### src/rtl/gf_lsb_pkg.sv
package gf_lsb_pkg;
  typedef enum logic [1:0] {
    ST_IDLE = 2'd0,
    ST_LOAD = 2'd1,
    ST_RUN  = 2'd2,
    ST_HOLD = 2'd3
  } gf_state_t;
endpackage

### src/rtl/gf_lsb_xtime.sv
// Multiply by x and reduce modulo F (leading term of F implicit).
module gf_lsb_xtime #(
  parameter int M = 8,
  parameter logic [M:0] FPOLY = 9'h11B
) (
  input  logic [M-1:0] a_cur,
  output logic [M-1:0] a_nxt
);
  logic top;
  assign top = a_cur[M-1];

  assign a_nxt[0] = top & FPOLY[0];
  for (genvar i = 1; i < M; i++) begin : g_xt
    assign a_nxt[i] = a_cur[i-1] ^ (top & FPOLY[i]);
  end
endmodule

### src/rtl/gf_lsb_acc.sv
// One accumulation step: add A into C when the current B bit is set.
module gf_lsb_acc #(
  parameter int M = 8
) (
  input  logic [M-1:0] c_cur,
  input  logic [M-1:0] a_cur,
  input  logic         b_bit,
  output logic [M-1:0] c_nxt
);
  for (genvar i = 0; i < M; i++) begin : g_acc
    assign c_nxt[i] = c_cur[i] ^ (b_bit & a_cur[i]);
  end
endmodule

### src/rtl/gf_lsb_ctrl.sv
module gf_lsb_ctrl
  import gf_lsb_pkg::*;
#(
  parameter int M = 8
) (
  input  logic clk,
  input  logic rst,
  input  logic start,
  output logic load,
  output logic step,
  output logic done
);
  localparam int CW = $clog2(M) + 1;
  localparam logic [CW-1:0] LAST = CW'(M - 1);

  gf_state_t state;
  logic [CW-1:0] cnt;

  assign load = (state == ST_LOAD);
  assign step = (state == ST_RUN);

  always_ff @(posedge clk) begin
    if (rst) begin
      state <= ST_IDLE;
      cnt   <= '0;
      done  <= 1'b0;
    end else begin
      case (state)
        ST_IDLE: if (start) state <= ST_LOAD;
        ST_LOAD: begin
          state <= ST_RUN;
          cnt   <= '0;
        end
        ST_RUN: begin
          if (cnt == LAST) begin
            state <= ST_HOLD;
            done  <= 1'b1;
          end
          cnt <= cnt + 1'b1;
        end
        ST_HOLD: if (start) begin
          state <= ST_LOAD;
          done  <= 1'b0;
        end
        default: state <= ST_IDLE;
      endcase
    end
  end


  busy_start_ignored_chk: assert property (@(posedge clk) disable iff (rst)
    ((state == ST_LOAD || state == ST_RUN) && start) |=> (state != ST_LOAD));


  load_one_cycle_chk: assert property (@(posedge clk) disable iff (rst)
    (state == ST_LOAD) |=> (state == ST_RUN && cnt == '0));


  cnt_bound_chk: assert property (@(posedge clk) disable iff (rst)
    (state == ST_RUN) |-> (cnt <= LAST));


  restart_drop_done_chk: assert property (@(posedge clk) disable iff (rst)
    (state == ST_HOLD && start) |=> (state == ST_LOAD && !done));
endmodule

### src/rtl/gf_lsb_mult.sv
module gf_lsb_mult #(
  parameter int M = 8,
  parameter logic [M:0] FPOLY = 9'h11B
) (
  input  logic         clk,
  input  logic         rst,
  input  logic         start,
  input  logic [M-1:0] a_in,
  input  logic [M-1:0] b_in,
  output logic [M-1:0] z,
  output logic         done
);
  logic         load, step;
  logic [M-1:0] a_q, b_q, c_q;
  logic [M-1:0] a_nxt, c_nxt;

  gf_lsb_ctrl #(.M(M)) u_ctrl (
    .clk(clk), .rst(rst), .start(start),
    .load(load), .step(step), .done(done)
  );

  gf_lsb_xtime #(.M(M), .FPOLY(FPOLY)) u_xtime (
    .a_cur(a_q), .a_nxt(a_nxt)
  );

  gf_lsb_acc #(.M(M)) u_acc (
    .c_cur(c_q), .a_cur(a_q), .b_bit(b_q[0]), .c_nxt(c_nxt)
  );

  always_ff @(posedge clk) begin
    if (rst) begin
      a_q <= '0;
      b_q <= '0;
      c_q <= '0;
    end else if (load) begin
      a_q <= a_in;
      b_q <= b_in;
      c_q <= '0;
    end else if (step) begin
      a_q <= a_nxt;
      b_q <= b_q >> 1;
      c_q <= c_nxt;
    end
  end

  assign z = c_q;


  rst_clear_chk: assert property (@(posedge clk)
    rst |=> (!done && z == '0));


  hold_result_chk: assert property (@(posedge clk) disable iff (rst)
    (done && !start) |=> (done && $stable(z)));


  load_clears_acc_chk: assert property (@(posedge clk) disable iff (rst)
    load |=> (z == '0));
endmodule

### config.mk
export PLATFORM = sky130hd
export DESIGN_NAME = gf_lsb_mult
export DESIGN_NICKNAME = d
export VERILOG_FILES = /design/src/rtl/gf_lsb_pkg.sv /design/src/rtl/gf_lsb_xtime.sv /design/src/rtl/gf_lsb_acc.sv /design/src/rtl/gf_lsb_ctrl.sv /design/src/rtl/gf_lsb_mult.sv
export SDC_FILE = /design/constraint.sdc
export NUM_CORES = 1
export LEC_CHECK = 0
export ABC_CLOCK_PERIOD_IN_PS = 2100
export BUFFER_PORTS_ARGS = -buffer_cell sky130_fd_sc_hd__buf_4
export CAP_MARGIN = 10
export CORE_MARGIN = 1
export CORE_UTILIZATION = 40
export CTS_CLUSTER_SIZE = 16
export DETAILED_ROUTE_END_ITERATION = 12
export GPL_TIMING_DRIVEN = 0
export MAX_ROUTING_LAYER = met4
export PLACE_DENSITY = 0.59
export SETUP_SLACK_MARGIN = 0.4
export SYNTH_ARGS = -nofsm -noshare
export SYNTH_HDL_FRONTEND = slang
export SYNTH_SLANG_ARGS = --single-unit
### constraint.sdc
create_clock -name clk -period 2.1 [get_ports clk]
set_input_delay 0 -clock clk [delete_from_list [all_inputs] [get_ports clk]]
set_output_delay 0 -clock clk [all_outputs]
set_load 0.01 [all_outputs]
---- Word level (Yosys, flattened, before mapping) ----
Index checks and enable logic that the tools add are counted.
word-level totals
  input port bits ......................... 19
  logic and storage cells ................. 51
  output and inout port bits .............. 9
  register bits after elaboration ......... 31
cells by class
  bitwise operators ....................... 19
  muxes and demuxes ....................... 11
  $add $sub $neg .......................... 1
  reductions and logical operators ........ 7
  eq/ne operators ......................... 7
operators with widths
  operator             count
  $mux 8               4
  $xor 1x1->1          11
  $and 1x1->1          8
  $pmux 4 s2           1
  $pmux 2 s3           1
  $add 4x1->4 const B  1
  $eq 2x2->1 const B   2
  $eq 4x3->1 const B   1
  $mux 2               2
  $ne 2x1->1 const B   2
  $reduce_bool 2->1    2
  $reduce_or 2->1      2
  $reduce_and 3->1     1
  $eq 2x1->1 const B   1
  $logic_not 2->1      1
  $mux 1               2
  $ne 2x2->1 const B   1
  $pmux 1 s2           1
  $reduce_and 2->1     1

---- Depth between registers and ports, before layout ----
Gate-level depths: netlist of run 1.
  word-level depth ........................ 4
  gate-level depth with buffers ........... 7
  gate-level depth less buffers ........... 5

---- Cells and area by module ----
From an unflattened synthesis of run 1, not the netlist that was laid out.
second synthesis, totals
  cell total of the unflattened synthesis .. 172
  area total of the unflattened synthesis .. 1,794.2 µm²
by module, submodules not included
  module        area an instance (µm²)  sequential area each (µm²)  times used  cells an instance
  gf_lsb_mult   1,072.3                 480.5                       1           98
  gf_lsb_ctrl   456.7                   140.1                       1           49
  gf_lsb_acc    201.4                   0.0                         1           17
  gf_lsb_xtime  63.8                    0.0                         1           8

---- Least setup slack after synthesis of run 1 ----
Ideal clock, no wire load.
  path kind ............................... flip-flop to flip-flop
  from .................................... register u_ctrl.state[0]
  to ...................................... register u_ctrl.cnt[3]
  setup slack ............................. 549 ps
  data required time ...................... 2,021 ps
  buffers on the path ..................... 1
  setup time .............................. 79 ps
  stages on the path, launching flop included .. 6
  clock period less this slack ............ 1,551 ps
  arrival ................................. 1,472 ps
  path through ............................ dfxtp_1 > inv_1 > ha_1 > buf_6 > or4b_4 > o221ai_2
between the ends
  word-level cells in the longest chain between the ends .. 2
  elaborated cells between the ends (all ways) .. 4
  classes of those cells .................. 2 x eq/ne; 1 x mux; 1 x reduce/logical
ends and longest elaborated chain
  element                                          RTL line           RTL
  start, declared                                  gf_lsb_ctrl.sv:16  gf_state_t state;
  start signal, assigned                           gf_lsb_ctrl.sv:24  state <= ST_IDLE;
  start signal, assigned                           gf_lsb_ctrl.sv:29  ST_IDLE: if (start) state <= ST_LOAD;
  start signal, assigned                           gf_lsb_ctrl.sv:31  state <= ST_RUN;
  $eq 2x2->1 or $eq 2x1->1 (tied branches)         gf_lsb_ctrl.sv:28  case (state)
  $pmux 4 s2 or $reduce_bool 2->1 (tied branches)  n/a
  end signal, assigned                             gf_lsb_ctrl.sv:39  cnt <= cnt + 1'b1;
  end, declared                                    gf_lsb_ctrl.sv:17  logic [CW-1:0] cnt;
Several ways; a longest one is shown, not always the timed one.
A chain may end at the register's enable or synchronous reset.

---- Worst setup path after layout of run 1 ----
Ends and elaborated chain as after synthesis.

==> results by group, run 1 <==
Status
  – Status: finished, final reports clean

Yosys
  – Largest cells by area after synthesis: dfxtp_1, mux2_1, mux2i_1, nor2_1, xor2_1
  – Cells after Synth: approximately 160
  – Net count after synthesis: approximately 190
  – Netlist cell types: 25
  – Leading area contributor after synthesis: dfxtp_1
  – Yosys warnings: 0
  – Sequential area share after synthesis: about two fifths
  – Yosys reg bits: 31
  – Top cell type's share of synthesized area: between 40% and 50%
  – Avg Inst Size Synth: roughly 9.5 sq um
  – Post-Syn Area: around 1500 sq um

Drt
  – DRT antenna net count: 0
  – Pre-antenna DRT Iters: 4
  – WL final: a little over 3000 microns
  – DRC: 0
  – WL/cell: 12.7 microns
  – Post-DR vias/cell: between 4 and 5
  – DR vias: between 1000 and 1500
  – 1st-iter DRT viols: 65

Layout
  – Final #Nets: roughly 220
  – Fin cells: approximately 240
  – Layout cells sized above 1: between 20% and 30%
  – Ant. Diodes: 0
  – Synth-to-Final Area Change: 22.6%

CTS
  – Num CTS Buffers: 5
  – CTS tree: done
  – Clk slew on worst S/H paths: 0.06 ns
  – H-tree level count: 2
  – Worst skew pair latency: between 0.2 and 0.3 ns
  – CTS Sinks: 31
  – Max Root-Sink Buffers: 2
  – Clock root buffer: clkbuf_8

Floorplanning
  – IO Pins: 28
  – Die width: between 60 and 70 microns
  – Die height: 63.9 microns
  – Core area: around 3700 sq um
  – Starting Density: between 40% and 50%
  – Die Area: approximately 4100 sq um
  – Core Rows: 22

Worst setup path
  – Arr. time, crit path: about 1.8 ns
  – Crit start category: flop
  – Critical path, cell by cell: inv_1 -> ha_1 -> buf_6 -> or4b_4 -> o221ai_2
  – Crit-path max cell delay: 0.52 ns
  – WS Path Type: flop to flop
  – Critical Path End Type: flop
  – Critical Path RT: between 2 and 2.5 ns
  – Crit-path max FO: 9
  – Max stage delay cell, worst path: or4b_4

Timing
  – Setup tns final: 0 ns
  – Fin crit period: 1.62 ns
  – Slew Limit Fails: 0
  – Max Clk Rate: slightly above 0.6 GHz
  – Slew @ Worst Pin: 0.453 ns
  – Period Utilization, post-route: between 70% and 80%
  – Final setup viols: 0
  – Final hold vios: 0
  – Slew HR: ~70%
  – RSZ-0062 raised after global routing: no
  – Setup Skew: roughly 0.0033 ns

Power
  – PwrDens: ~1100 nW/um^2
  – Int Power: 0.00133 W
  – Combinational Power Share: 42.2%
  – Peak supply drop: 0.000510 V
  – Flop pwr share: ~38%
  – Leakage power: 0.882 nW
  – Switching power: just over 0.0007 W
  – Clk pwr share: between 20% and 30%
  – Switching Share: about a third

GRT
  – Antenna violations before repair: 0
  – Total Routing Usage GR: a little under a fifth
  – Largest net degree at the start of global routing: 11
  – Number of global-route vias before repair: around 1300
  – First-pass GRT wire length: between 5000 and 6000 microns
  – GRT overflow: 0

Place
  – Port Buf Inserts: 27
  – Placer Congestion: roughly 0.7
  – Dpl cells: roughly 240
  – Hpwl dp: 2260 microns

Worst hold path
  – Min-Delay Path Class: input pin to flop

Run
  – Max-cap viol count: 0
[final cells by class]
type                    instances  area (sq um)
multi-input cells             116           837
inverters                       2          7.51
fillers                       367          1780
well taps                      48          60.1
repair buffers                 28           213
clock buffers                   6          72.6
flip-flops and latches         31           621
plain buffers                  13          67.6
[what timing repair did]
item | CTS | global route
hold endpoints to repair | 1 | 0
hold buffers | 1 | 0
gates resized for setup | 0 | 2
setup buffers | 0 | 0
endpoints found under the setup margin | 0 | 8
[kinds of logic (layout without fill, tap and decap cells)]
kind of cell,Yosys count,count (layout),share of synthesized area (%)
and+or+nand+nor,63,63,21.2
AOI/OAI and AO/OA,12,12,5.72
xor gates and xnor gates,11,11,6.29
buffers and inverters,15,49,4.82
muxes,25,25,17.4
DFF,31,31,40.5
adders and majority gates,5,5,4.08
[per-layer routing]
metal	share of wire, %	routed length (microns)	track usage, %	up-vias
met5	0	0	-	-
met4	2.2	67	9.38	0
met3	4.4	136	5.18	6
met2	49	1510	30.3	31
met1	45	1390	20.5	559
li1	-	-	-	618
[synthesized netlist by cell type, drive strengths merged]
cell,number
nand4b,2
nand2,9
inv,2
mux2i,12
dfxtp,31
o32ai,4
or4b,2
or2,2
buf,9
a21boi,1
ha,5
a21oi,5
and2,1
xor2,11
clkbuf,4
o21ai,1
nand3,11
o221ai,1
nand3b,4
nor2b,5
mux2,13
nor2,27
[per-stage QoR]
stage	total power (W)	instance area, sq um	setup slack (ns)	util (%)	hold slack, ns
after floorplan	0.00147	1530	0.549	-	0.166
after global placement	0.00164	1790	0.522	49.0	0.286
after detailed placement	0.00167	1790	0.477	49.0	0.292
after CTS	0.00209	1880	0.462	51.3	0.0297
after global routing	0.00221	1880	0.407	51.3	0.0574
final	0.00206	1880	0.480	51.3	0.0298
[cell usage in the layout (no fill, tap or decap), drive strengths merged]
cell type	instances
clkbuf	10
or4b	2
ha	5
nand4b	2
xor2	11
dlygate4sd3	1
buf	36
a21oi	5
inv	2
mux2	13
nor2	27
nor2b	5
a21boi	1
and2	1
o32ai	4
o221ai	1
nand2	9
dfxtp	31
o21ai	1
nand3b	4
nand3	11
or2	2
mux2i	12
[power groups by stage]
stage | Clock [W] | Sequential (W) | Combinational (W)
6_report | 0.000415 | 0.000773 | 0.000869
5_1_grt | 0.000452 | 0.000788 | 0.000970
4_1_cts | 0.000430 | 0.000774 | 0.000886
3_5_place_dp | 0 | 0.000787 | 0.000880
3_3_place_gp | 0 | 0.000778 | 0.000858
2_1_floorplan | 0 | 0.000767 | 0.000699
[worst paths after layout]
check,depth (start not counted),slack [ns],endpoint,startpoint
max reg2reg,5,0.48,u_ctrl.cnt[3],u_ctrl.state[0]
max,5,0.48,u_ctrl.cnt[3],u_ctrl.state[0]
min,4,0.03,u_ctrl.done,start
min reg2reg,2,0.47,b_q[7],b_q[7]
[sequential cells by signal, indices dropped and copies added, names as in the netlist]
| register | flops |
|---|---|
| u_ctrl.cnt | 4 |
| z | 8 |
| u_ctrl.done | 1 |
| b_q | 8 |
| a_q | 8 |
| u_ctrl.state | 2 |
[worst max-delay path: cells and delay by family (launching register included)]
kind	cells	cell delay, ns
fa+ha+maj	1	0.30
simple gates	1	0.52
buf+inv	2	0.22
compound gates	1	0.13
flops	1	0.38
Power figures use the tool's default switching activity.
==> run 2: changes to the inputs <==
--- a/config.mk
+++ b/config.mk
@@ -5,7 +5,8 @@
 export SDC_FILE = /design/constraint.sdc
 export NUM_CORES = 1
 export LEC_CHECK = 0
-export ABC_CLOCK_PERIOD_IN_PS = 2100
+export ABC_AREA = 1
+export ABC_CLOCK_PERIOD_IN_PS = 1550
 export BUFFER_PORTS_ARGS = -buffer_cell sky130_fd_sc_hd__buf_4
 export CAP_MARGIN = 10
 export CORE_MARGIN = 1
==> constraint.sdc (replaced) <==
create_clock -name clk -period 1.55 [get_ports clk]
set_input_delay 0 -clock clk [delete_from_list [all_inputs] [get_ports clk]]
set_output_delay 0 -clock clk [all_outputs]
set_load 0.01 [all_outputs]
==> run 2 against run 1 <==
  * Synthesized area is 0.90% higher
  * Register-to-register slack worse by 0.27 ns
  * Critical path depth is 2 higher
  * Hold slack worse by 0.027 ns
  * Non-clock buffer count is 12 higher
  * Cell count is 30% higher
  * Flip-flop and latch count stayed put
  * Die area is 0.88% higher
  * Sequential power is 41% higher
  * Critical path type unchanged
  * Largest cell class unchanged
  * Largest power group unchanged
==> results by group, run 2 <==
Status
  – Status: finished, final reports clean

Timing
  – Setup Skew: 0.00581 ns (+0.00249 ns)
  – Hold slack: 0.00230 ns (-0.0275 ns)
  – Period Utilization, post-route: 86.6% (+9.4 points)
  – Setup tns final: 0 ns (unchanged)
  – Fin crit period: 1.34 ns (-0.278 ns)
  – Final setup viols: 0 (unchanged)
  – RSZ-0062 raised after global routing: yes
  – Final hold vios: 0 (unchanged)
  – Slew @ Worst Pin: 0.550 ns (+0.0969 ns)
  – Max Clk Rate: 0.745 GHz (+21%)
  – Slew Limit Fails: 0 (unchanged)
  – Slew HR: 63.3% (-6.5 points)

Floorplanning
  – Core Rows: 22 (unchanged)
  – IO Pins: 28 (unchanged)
  – Die Area: 4120 sq um (+0.88%)
  – Die width: 64.2 microns (+0.44%)
  – Starting Density: 41.9% (+0.061 points)
  – Die height: 64.2 microns (+0.44%)
  – Core area: 3690 sq um (+0.75%)

Worst setup path
  – Critical Path End Type: flop
  – Max stage delay cell, worst path: dfxtp_4
  – Crit-path max cell delay: 0.36 ns (-0.16 ns)
  – Critical path, cell by cell: inv_4 -> ha_4 -> buf_8 -> inv_8 -> or2_4 -> nand3_1 -> a21oi_2
  – Arr. time, crit path: 1.49 ns (-0.34 ns)
  – Crit-path max FO: 6 (-3)
  – Critical Path RT: 1.70 ns (-0.61 ns)
  – WS Path Type: flop to flop
  – Crit start category: flop

Layout
  – Ant. Diodes: 0 (unchanged)
  – Multi-input logic area: 916 sq um (+9.4%)
  – Register Area: 631 sq um (+1.6%)
  – Fin cells: 316 (+30%)
  – Synth-to-Final Area Change: 52.1%
  – Commonest non-fill, non-tap cells in the layout: inv_1, buf_4, nand2_1
  – Fin area: 2350 sq um (+25%)
  – Filler cells: 329 (-10%)
  – Layout cells sized above 1: 41.4% (+18 points)
  – Final #Nets: 291 (+32%)

Place
  – Placer Congestion: 0.779 (+8.7%)
  – Hpwl dp: 2350 microns (+4.4%)
  – Dpl cells: 292 (+23%)
  – Post-DP Area: 1810 sq um (+0.84%)
  – Port Buf Inserts: 27 (unchanged)

GRT
  – GRT overflow: 0 (unchanged)
  – First-pass GRT wire length: 6270 microns (+13%)
  – Number of global-route vias before repair: 1426 (+14%)
  – Total Routing Usage GR: 20.7% (+2.1 points)
  – Antenna violations before repair: 0 (unchanged)
  – Largest net degree at the start of global routing: 11 (unchanged)

Drt
  – Post-DR vias/cell: 4.71 (-5.4%)
  – DR vias: 1488 (+23%)
  – DRT antenna net count: 0 (unchanged)
  – Pre-antenna DRT Iters: 4 (unchanged)
  – DRC: 0 (unchanged)
  – WL final: 3920 microns (+26%)
  – 1st-iter DRT viols: 51 (-22%)
  – WL/cell: 12.4 microns (-2.6%)

Yosys
  – Yosys warnings: 0 (unchanged)
  – Commonest cells post-synth: nand2_1, inv_1, dfxtp_1, o21ai_0, nand3_1
  – Most frequent cell after synthesis: nand2_1
  – Top cell type's share of synthesized area: 40.2% (-0.36 points)
  – Yosys reg bits: 31 (unchanged)
  – Largest cells by area after synthesis: dfxtp_1, nand2_1, inv_1, o21ai_0, nand3_1
  – Netlist cell types: 21 (-16%)
  – Top FF cell, synth: dfxtp_1
  – FFs w/ async S/R, synth: 0% (unchanged)
  – Number of flops mapped to enable cells by yosys: 0 (unchanged)
  – Avg Inst Size Synth: 7.12 sq um (-25%)
  – Leading area contributor after synthesis: dfxtp_1
  – Post-Syn Area: 1550 sq um (+0.90%)
  – Sequential area share after synthesis: 40.2% (-0.36 points)
  – Cells after Synth: 217 (+34%)
  – Net count after synthesis: 241 (+30%)

Power
  – Peak supply drop: 0.00103 V (+100%)
  – Leakage power: 1.06 nW (+21%)
  – PwrDens: 1760 nW/um^2 (+60%)

CTS
  – CTS tree: done
  – H-tree level count: 2 (unchanged)
  – CTS Sinks: 31 (unchanged)
  – Clock root buffer: clkbuf_8
  – Max Root-Sink Buffers: 2 (unchanged)
  – Worst skew pair latency: 0.29 ns (about the same)
  – Num CTS Buffers: 5 (unchanged)
  – Clk slew on worst S/H paths: 0.07 ns (about the same)

Worst hold path
  – Min-Delay Path Class: input pin to flop

Run
  – Max-cap viol count: 0 (unchanged)
-- run 2: power by group --
| part | switching, W | leakage [nW] | internal (W) |
|---|---|---|---|
| clock | 0.000300 | 0.0515 | 0.000405 |
| combinational | 0.00121 | 0.756 | 0.00112 |
| sequential | 0.000105 | 0.256 | 0.000982 |
| total | 0.00162 | 1.06 | 0.00251 |
-- run 2: logic make-up after synthesis --
group / after synthesis / share of synthesized area, %
DFF: 31 / 40.2
and+or+nand+nor: 90 / 26.8
AOI/OAI and AO/OA: 40 / 14.6
adders and majority gates: 5 / 4.05
buffers and inverters: 51 / 14.4
-- run 2: cell type report --
cell class | instances | area share (%)
flip-flops and latches | 31 | 26.8
clock buffers | 8 | 4.26
plain buffers | 10 | 4.79
repair buffers | 43 | 15.4
multi-input cells | 135 | 39.0
inverters | 41 | 7.19
well taps | 48 | 2.56
-- run 2: worst paths after layout --
kind	slack, ns	startpoint	cells after the start	endpoint
hold reg to reg	0.49	b_q[4]	2	b_q[4]
hold / removal	0.002	a_in[0]	5	a_q[0]
setup reg to reg	0.21	u_ctrl.state[0]	7	u_ctrl.state[0]
setup / recovery	0.21	u_ctrl.state[0]	7	u_ctrl.state[0]
-- run 2: metrics by stage --
stage	setup slack [ns]	utilization, %	power, W
floorplan	0.233	-	0.00210
global placement	0.105	49.1	0.00240
detailed placement	0.0955	49.1	0.00241
CTS	0.217	58.8	0.00382
global route	0.144	63.7	0.00440
finish	0.208	63.7	0.00413
-- run 2: layer usage --
layer | track usage [%] | routed length [microns]
met3 | 5.00 | 163
met2 | 33.6 | 1940
met4 | 9.72 | 51
met5 | - | 0
met1 | 23.9 | 1760
-- run 2: repair_timing --
item / CTS / global route
cloned: 2 / 2
setup endpoints to repair: 30 / 31
hold endpoints to repair: 1 / 0
pin swaps: 10 / 15
buffers inserted: 8 / 3
resized for setup: 43 / 46
hold buffers: 1 / 0
-- run 2: critical path: cells and delay by family (launching register included) --
kind	cells	cell delay [ns]
buf+inv	3	0.20
simple gates	2	0.33
flops	1	0.36
fa+ha+maj	1	0.26
compound gates	1	0.06
